**src/rtl/hbi_pkg.sv**
```systemverilog
package hbi_pkg;
  localparam int SYNC_DEPTH = 2;

  typedef struct packed {
    logic capture;
    logic wrPulse;
    logic rdPulse;
    logic aleHold;
  } hbi_strb_t;
endpackage

```
**src/rtl/hbi_sync.sv**
```systemverilog
module hbi_sync #(
  parameter int W = 1,
  parameter int DEPTH = 2,
  parameter logic [W-1:0] RST_VAL = '0
) (
  input  logic         clk,
  input  logic         rstN,
  input  logic [W-1:0] din,
  output logic [W-1:0] dout
);
  logic [W-1:0] stg [DEPTH];

  for (genvar g = 0; g < DEPTH; g++) begin : g_stage
    if (g == 0) begin : g_first
      always_ff @(posedge clk or negedge rstN)
        if (!rstN) stg[0] <= RST_VAL;
        else       stg[0] <= din;
    end else begin : g_next
      always_ff @(posedge clk or negedge rstN)
        if (!rstN) stg[g] <= RST_VAL;
        else       stg[g] <= stg[g-1];
    end
  end

  assign dout = stg[DEPTH-1];
endmodule

```
**src/rtl/hbi_ctrl.sv**
```systemverilog
module hbi_ctrl
  import hbi_pkg::*;
#(
  parameter bit MUX_DS_STYLE = 1'b0
) (
  input  logic      clk,
  input  logic      rstN,
  input  logic      modeIn,
  input  logic      ceN,
  input  logic      asMi,
  input  logic      rdDs,
  input  logic      wrRw,
  output logic      muxMode,
  output logic      busOe,
  output hbi_strb_t strb
);
  logic modeReg;
  logic [3:0] rawCtl, syncCtl;
  logic asS, ceS, rdS, wrS;
  logic dsStyle, rawDsStyle;
  logic wrAct, rdAct, wrPrev, rdPrev;

  // mode pin loads during reset, then freezes
  always_ff @(posedge clk)
    if (!rstN) modeReg <= modeIn;

  assign muxMode = ~modeReg;

  assign rawCtl = {asMi, ceN, rdDs, wrRw};

  hbi_sync #(.W(4), .DEPTH(SYNC_DEPTH), .RST_VAL(4'b0100)) u_ctlSync (
    .clk(clk), .rstN(rstN), .din(rawCtl), .dout(syncCtl)
  );

  assign {asS, ceS, rdS, wrS} = syncCtl;

  assign dsStyle = muxMode ? MUX_DS_STYLE : ~asS;
  assign wrAct   = ~ceS & (dsStyle ? (rdS & ~wrS) : ~wrS);
  assign rdAct   = ~ceS & (dsStyle ? (rdS &  wrS) : ~rdS);

  always_ff @(posedge clk or negedge rstN)
    if (!rstN) begin
      wrPrev <= 1'b0;
      rdPrev <= 1'b0;
    end else begin
      wrPrev <= wrAct;
      rdPrev <= rdAct;
    end

  assign strb.capture = wrAct | rdAct;
  assign strb.wrPulse = wrPrev & ~wrAct;
  assign strb.rdPulse = rdAct & ~rdPrev;
  assign strb.aleHold = muxMode & asS;

  // bus drive follows the raw pins so read data appears without sync delay
  assign rawDsStyle = muxMode ? MUX_DS_STYLE : ~asMi;
  assign busOe = ~ceN & (rawDsStyle ? (rdDs & wrRw) : ~rdDs);

  p_wr_single_r5: assert property (@(posedge clk) disable iff (!rstN)
    strb.wrPulse |=> !strb.wrPulse);

  p_rd_single_r9: assert property (@(posedge clk) disable iff (!rstN)
    strb.rdPulse |=> !strb.rdPulse);

  p_mode_hold_r1: assert property (@(posedge clk) disable iff (!rstN)
    $past(rstN) |-> $stable(muxMode));

  p_no_drive_idle_r7: assert property (@(posedge clk) disable iff (!rstN)
    ceN |-> !busOe);
endmodule

```
**src/rtl/hbi_dp.sv**
```systemverilog
module hbi_dp
  import hbi_pkg::*;
#(
  parameter int AW = 4,
  parameter int DW = 8,
  parameter int START_LO = 1,
  parameter int START_HI = 9,
  localparam int NREG = 1 << AW
) (
  input  logic            clk,
  input  logic            rstN,
  input  logic            muxMode,
  input  hbi_strb_t       strb,
  input  logic [AW-1:0]   addrIn,
  input  logic [DW-1:0]   busIn,
  output logic            wrStrobe,
  output logic            xferStart,
  output logic [AW-1:0]   wrAddr,
  output logic [DW-1:0]   wrData,
  output logic [NREG-1:0] wrSel,
  output logic            rdStrobe,
  output logic [AW-1:0]   rdAddr
);
  logic [AW+DW-1:0] rawBus, syncBus;
  logic [AW-1:0] addrS, addrLatch, curAddr, capAddr;
  logic [DW-1:0] busS, capData;
  logic inWindow;

  assign rawBus = {addrIn, busIn};

  hbi_sync #(.W(AW+DW), .DEPTH(SYNC_DEPTH), .RST_VAL('0)) u_busSync (
    .clk(clk), .rstN(rstN), .din(rawBus), .dout(syncBus)
  );

  assign {addrS, busS} = syncBus;

  always_ff @(posedge clk or negedge rstN)
    if (!rstN)             addrLatch <= '0;
    else if (strb.aleHold) addrLatch <= busS[AW-1:0];

  assign curAddr = muxMode ? addrLatch : addrS;

  always_ff @(posedge clk or negedge rstN)
    if (!rstN) begin
      capAddr <= '0;
      capData <= '0;
    end else if (strb.capture) begin
      capAddr <= curAddr;
      capData <= busS;
    end

  for (genvar i = 0; i < NREG; i++) begin : g_sel
    assign wrSel[i] = strb.wrPulse && (capAddr == AW'(i));
  end

  assign inWindow  = (32'(capAddr) >= START_LO) && (32'(capAddr) <= START_HI);
  assign wrStrobe  = strb.wrPulse;
  assign xferStart = strb.wrPulse & inWindow;
  assign wrAddr    = capAddr;
  assign wrData    = capData;
  assign rdStrobe  = strb.rdPulse;
  assign rdAddr    = curAddr;

  p_start_needs_write_r6: assert property (@(posedge clk) disable iff (!rstN)
    xferStart |-> wrStrobe);

  p_sel_follows_write_r5: assert property (@(posedge clk) disable iff (!rstN)
    wrStrobe |-> $countones(wrSel) == 1);
endmodule

```
**src/rtl/host_bus_if.sv**
```systemverilog
module host_bus_if
  import hbi_pkg::*;
#(
  parameter int AW = 4,
  parameter int DW = 8,
  parameter int START_LO = 1,
  parameter int START_HI = 9,
  parameter bit MUX_DS_STYLE = 1'b0,
  localparam int NREG = 1 << AW
) (
  input  logic            clk,
  input  logic            rstN,
  input  logic            modeIn,
  input  logic            intEn,
  input  logic            intReq,
  output logic            intOutN,
  output logic            intOe,
  input  logic            ceN,
  input  logic            asMi,
  input  logic            rdDs,
  input  logic            wrRw,
  input  logic [AW-1:0]   addrIn,
  input  logic [DW-1:0]   busIn,
  output logic [DW-1:0]   busOut,
  output logic            busOe,
  output logic            muxMode,
  output logic            wrStrobe,
  output logic            xferStart,
  output logic [AW-1:0]   wrAddr,
  output logic [DW-1:0]   wrData,
  output logic [NREG-1:0] wrSel,
  output logic            rdStrobe,
  output logic [AW-1:0]   rdAddr,
  input  logic [DW-1:0]   regRdData
);
  hbi_strb_t strb;

  hbi_ctrl #(.MUX_DS_STYLE(MUX_DS_STYLE)) u_ctrl (
    .clk(clk), .rstN(rstN), .modeIn(modeIn), .ceN(ceN), .asMi(asMi),
    .rdDs(rdDs), .wrRw(wrRw), .muxMode(muxMode), .busOe(busOe), .strb(strb)
  );

  hbi_dp #(.AW(AW), .DW(DW), .START_LO(START_LO), .START_HI(START_HI)) u_dp (
    .clk(clk), .rstN(rstN), .muxMode(muxMode), .strb(strb),
    .addrIn(addrIn), .busIn(busIn), .wrStrobe(wrStrobe), .xferStart(xferStart),
    .wrAddr(wrAddr), .wrData(wrData), .wrSel(wrSel),
    .rdStrobe(rdStrobe), .rdAddr(rdAddr)
  );

  assign busOut  = busOe ? regRdData : '0;
  assign intOe   = ~muxMode & intEn;
  assign intOutN = intOe ? ~intReq : 1'b1;

  p_int_quiet_mux_r10: assert property (@(posedge clk) disable iff (!rstN)
    muxMode |-> (!intOe && intOutN));
endmodule

```
**config.mk**
```make
export PLATFORM = sky130hd
export DESIGN_NAME = host_bus_if
export DESIGN_NICKNAME = d
export VERILOG_FILES = /design/src/rtl/hbi_pkg.sv /design/src/rtl/hbi_sync.sv /design/src/rtl/hbi_ctrl.sv /design/src/rtl/hbi_dp.sv /design/src/rtl/host_bus_if.sv
export SDC_FILE = /design/constraint.sdc
export NUM_CORES = 1
export LEC_CHECK = 0
export BUFFER_PORTS_ARGS = -buffer_cell sky130_fd_sc_hd__buf_2
export CORE_MARGIN = 2
export CORE_UTILIZATION = 47
export DETAILED_ROUTE_END_ITERATION = 8
export GPL_TIMING_DRIVEN = 0
export PLACE_DENSITY_LB_ADDON = 0.3
export SETUP_SLACK_MARGIN = 0.15
export SLEW_MARGIN = 15
export SYNTH_ARGS = -nofsm -noshare
export SYNTH_HDL_FRONTEND = slang
export SYNTH_SLANG_ARGS = --single-unit
```
**constraint.sdc**
```tcl
create_clock -name clk -period 2.3 [get_ports clk]
set_input_delay 0.69 -clock clk [delete_from_list [all_inputs] [get_ports clk]]
set_output_delay 0.69 -clock clk [all_outputs]
set_load 0.005 [all_outputs]
```
==> reports/metrics.yaml <==
grt_start_max_net_pins: 52
multi_input_comb_area_sq_um: 813.3
arrival_ns: 1.68
irDropWorstVdd_mv: 0.5528
clock_sinks: 51
ys_ff_latch: 51
die_w_um: 68.26
ant_nets: 0
core_area_sq_um: 4000
hold_class: "reg2reg"
die-area_sq_um: 4659
fin_crit_ns: 2.371
drive_gt1_frac: 0.6968
vias: 1341
maxCapViolCount: 0
numCtsBuffers: 5
async_flop_share: 0.9804
fillers: 287
io_pins: 76
power_mw: 2.136
crit_start: "u_ctrl.modeReg"
first_pass_iters: 4
synth_edf_count: 1
fmax_mhz: 421.8
synth_area_sq_um: 1941
netlist_top_cells_area: "dfrtp_1 62%, mux2_4 7.7%, mux2_2 6.4%"
critPathKind: "reg2out"
finalClockSkew_ns: 0.008246
r2r_start: "u_ctrl.modeReg"
antenna_cells: 0
fin_ws_ns: -0.07076
wl_um: 4381
status: "finished with violations"
clockBufferDepth: 2
grt_overflow_total: 0
power_switching_uw: 578.4
critPathCaptureType: "output pin"
syn_nets: 158
combPwrFrac: 0.212
switching_share: 0.2708
setup_viol: 19
grt.total_usage: 0.1933
syn_inst: 129
via_per_inst: 4.948
power_frac_clock: 0.295
clk_latency_ns: 0.30
htreeDepth: 2
ff_latch_area_sq_um: 1285
yosysWarnings: 0
synth_most_common_cell: "dfrtp_1"
cp.required_ns: 1.61
design_area_sq_um: 2805
relSlewSlack: 0.5875
area_growth_pct: 44.55
seqPwrFrac: 0.493
io_buffers: 75
finalCritPeriodShare: 1.031
grt_pass1_vias: 1359
drc_errors: 0
rows: 23
yosys.area.top_type_share: 0.6190
rsz0062_at_grt: "true"
yosys.area.top_type: "dfrtp_1"
syn_avg_cell_area_sq_um: 15.04
tightest_slew_ns: 0.6187
grt_pass1_wl_um: 6327
yosysSeqAreaShare: 0.6615
yosys-top-cells-count: "48 x dfrtp_1, 15 x nor3_1, 11 x mux2_2"
maxSlewViolCount: 0
cts.reportedPaths.clkPinSlew_ns: 0.08
ys.flop_type: "dfrtp_1"
place.gp.congestion: 0.7166
antenna_found_initial: 0
cp-start-kind: "flip-flop"
first_iter_violations: 25
hp-start: "u_dp.u_busSync.stg[15]"
hold_ws_ns: 0.3511
setup_tns_ns: -0.7924
crit_fanout: 8
drt-wirelength-per-cell_um: 16.17
ys_types: 24
root_buffer: "clkbuf_8"
dpl.hpwl_um: 2883
finalHoldViolCount: 0
internal_power_mw: 1.557
dieHeight_um: 68.26
cts_tree: "done"
pre_cts_ws_ns: -0.1586
p_leak_nw: 1.351
violations: "setup timing"
powerDensity_nw_per_um2: 761.3
nNetsFinal: 249
initial_core_util: 0.4851
place_area_sq_um: 2379
[state kept, by name (all words and copies together), names as in the netlist]
name	cells
u_ctrl.u_ctlSync.dout	4
u_dp.u_busSync.dout	12
u_ctrl.modeReg	1
u_ctrl.wrPrev	1
u_dp.u_busSync.stg	12
u_ctrl.u_ctlSync.stg	4
u_dp.wrAddr	4
u_dp.wrData	8
u_dp.addrLatch	4
u_ctrl.rdPrev	1
[cell usage in the layout (no fill, tap or decap), types with 2 or more instances in the layout]
cell type  instances
buf_4              4
nor3b_2            7
nor4_4             2
mux2_2             9
mux2_4            13
dfrtp_1           47
buf_2             73
nor3b_4            2
inv_1              2
nand2_1            4
nand2b_1           4
nor3_2            11
clkbuf_8           6
nor3_4             3
buf_6              9
dfstp_2            2
[worst paths after layout]
check                                               to  slack [ns]  cells after the start
worst max-delay path                         wrSel[10]       -0.07                      7
worst min-delay path            u_dp.u_busSync.dout[3]        0.35                      0
worst max register to register          u_dp.wrData[3]        0.49                      6
worst min register to register  u_dp.u_busSync.dout[3]        0.35                      0
max in group asynchronous               u_dp.wrAddr[2]        1.48                      1
min in group asynchronous       u_dp.u_busSync.stg[13]        0.39                      1
[kinds of logic (layout without fill, tap and decap cells)]
family	Yosys count	in the layout	synth area share
flip-flops	51	51	0.6615
AND/OR/NAND/NOR	44	44	0.1367
multiplexers	21	22	0.1412
buffers and inverters	8	99	0.02708
AO/OA/AOI/OAI	5	5	0.03353
[per-layer routing]
| metal | global-route usage | routed length, um | vias up |
|---|---|---|---|
| met1 | 0.2081 | 1670 | 648 |
| met5 | 0 | 0 | - |
| met3 | 0.04770 | 231 | 4 |
| li1 | - | - | 631 |
| met4 | 0.06000 | 43 | 0 |
| met2 | 0.3677 | 2436 | 58 |
[power groups by stage]
stage | clock network [mW] | logic, mW | registers (mW)
3_3_place_gp | 0 | 0.334 | 1.06
4_1_cts | 0.639 | 0.403 | 1.05
2_1_floorplan | 0 | 0.201 | 1.05
6_report | 0.629 | 0.453 | 1.05
5_1_grt | 0.684 | 0.487 | 1.07
3_5_place_dp | 0 | 0.352 | 1.06
[layout make-up]
type / instances / area share
clock buffers: 6 / 0.02944
repair buffers: 83 / 0.1673
multi-input cells: 71 / 0.2899
well taps: 50 / 0.02230
inverters: 3 / 0.004014
plain buffers: 5 / 0.01650
flip-flops and latches: 51 / 0.4581
clock inverters: 2 / 0.01249
[stage by stage]
stage | util | cells
2_1_floorplan | - | 129
3_3_place_gp | 0.5946 | 254
3_5_place_dp | 0.5946 | 254
4_1_cts | 0.6694 | 271
5_1_grt | 0.7013 | 271
6_report | 0.7013 | 271
[what timing repair did]
action / CTS / global route
hold buffers: 0 / 0
pin swaps: 12 / 8
gates resized for setup: 26 / 26
buffers inserted: 7 / 0
gates cloned: 2 / 0
setup endpoints to repair: 28 / 32
[worst max-delay path: stages, from the launching register on]
cell	delay, ns
edfxtp_1	0.39
buf_6	0.14
nor3b_4	0.15
o31ai_4	0.17
buf_6	0.18
buf_8	0.14
nor3_4	0.04
buf_2	0.14
No activity file was read; power rests on OpenSTA's default activity.
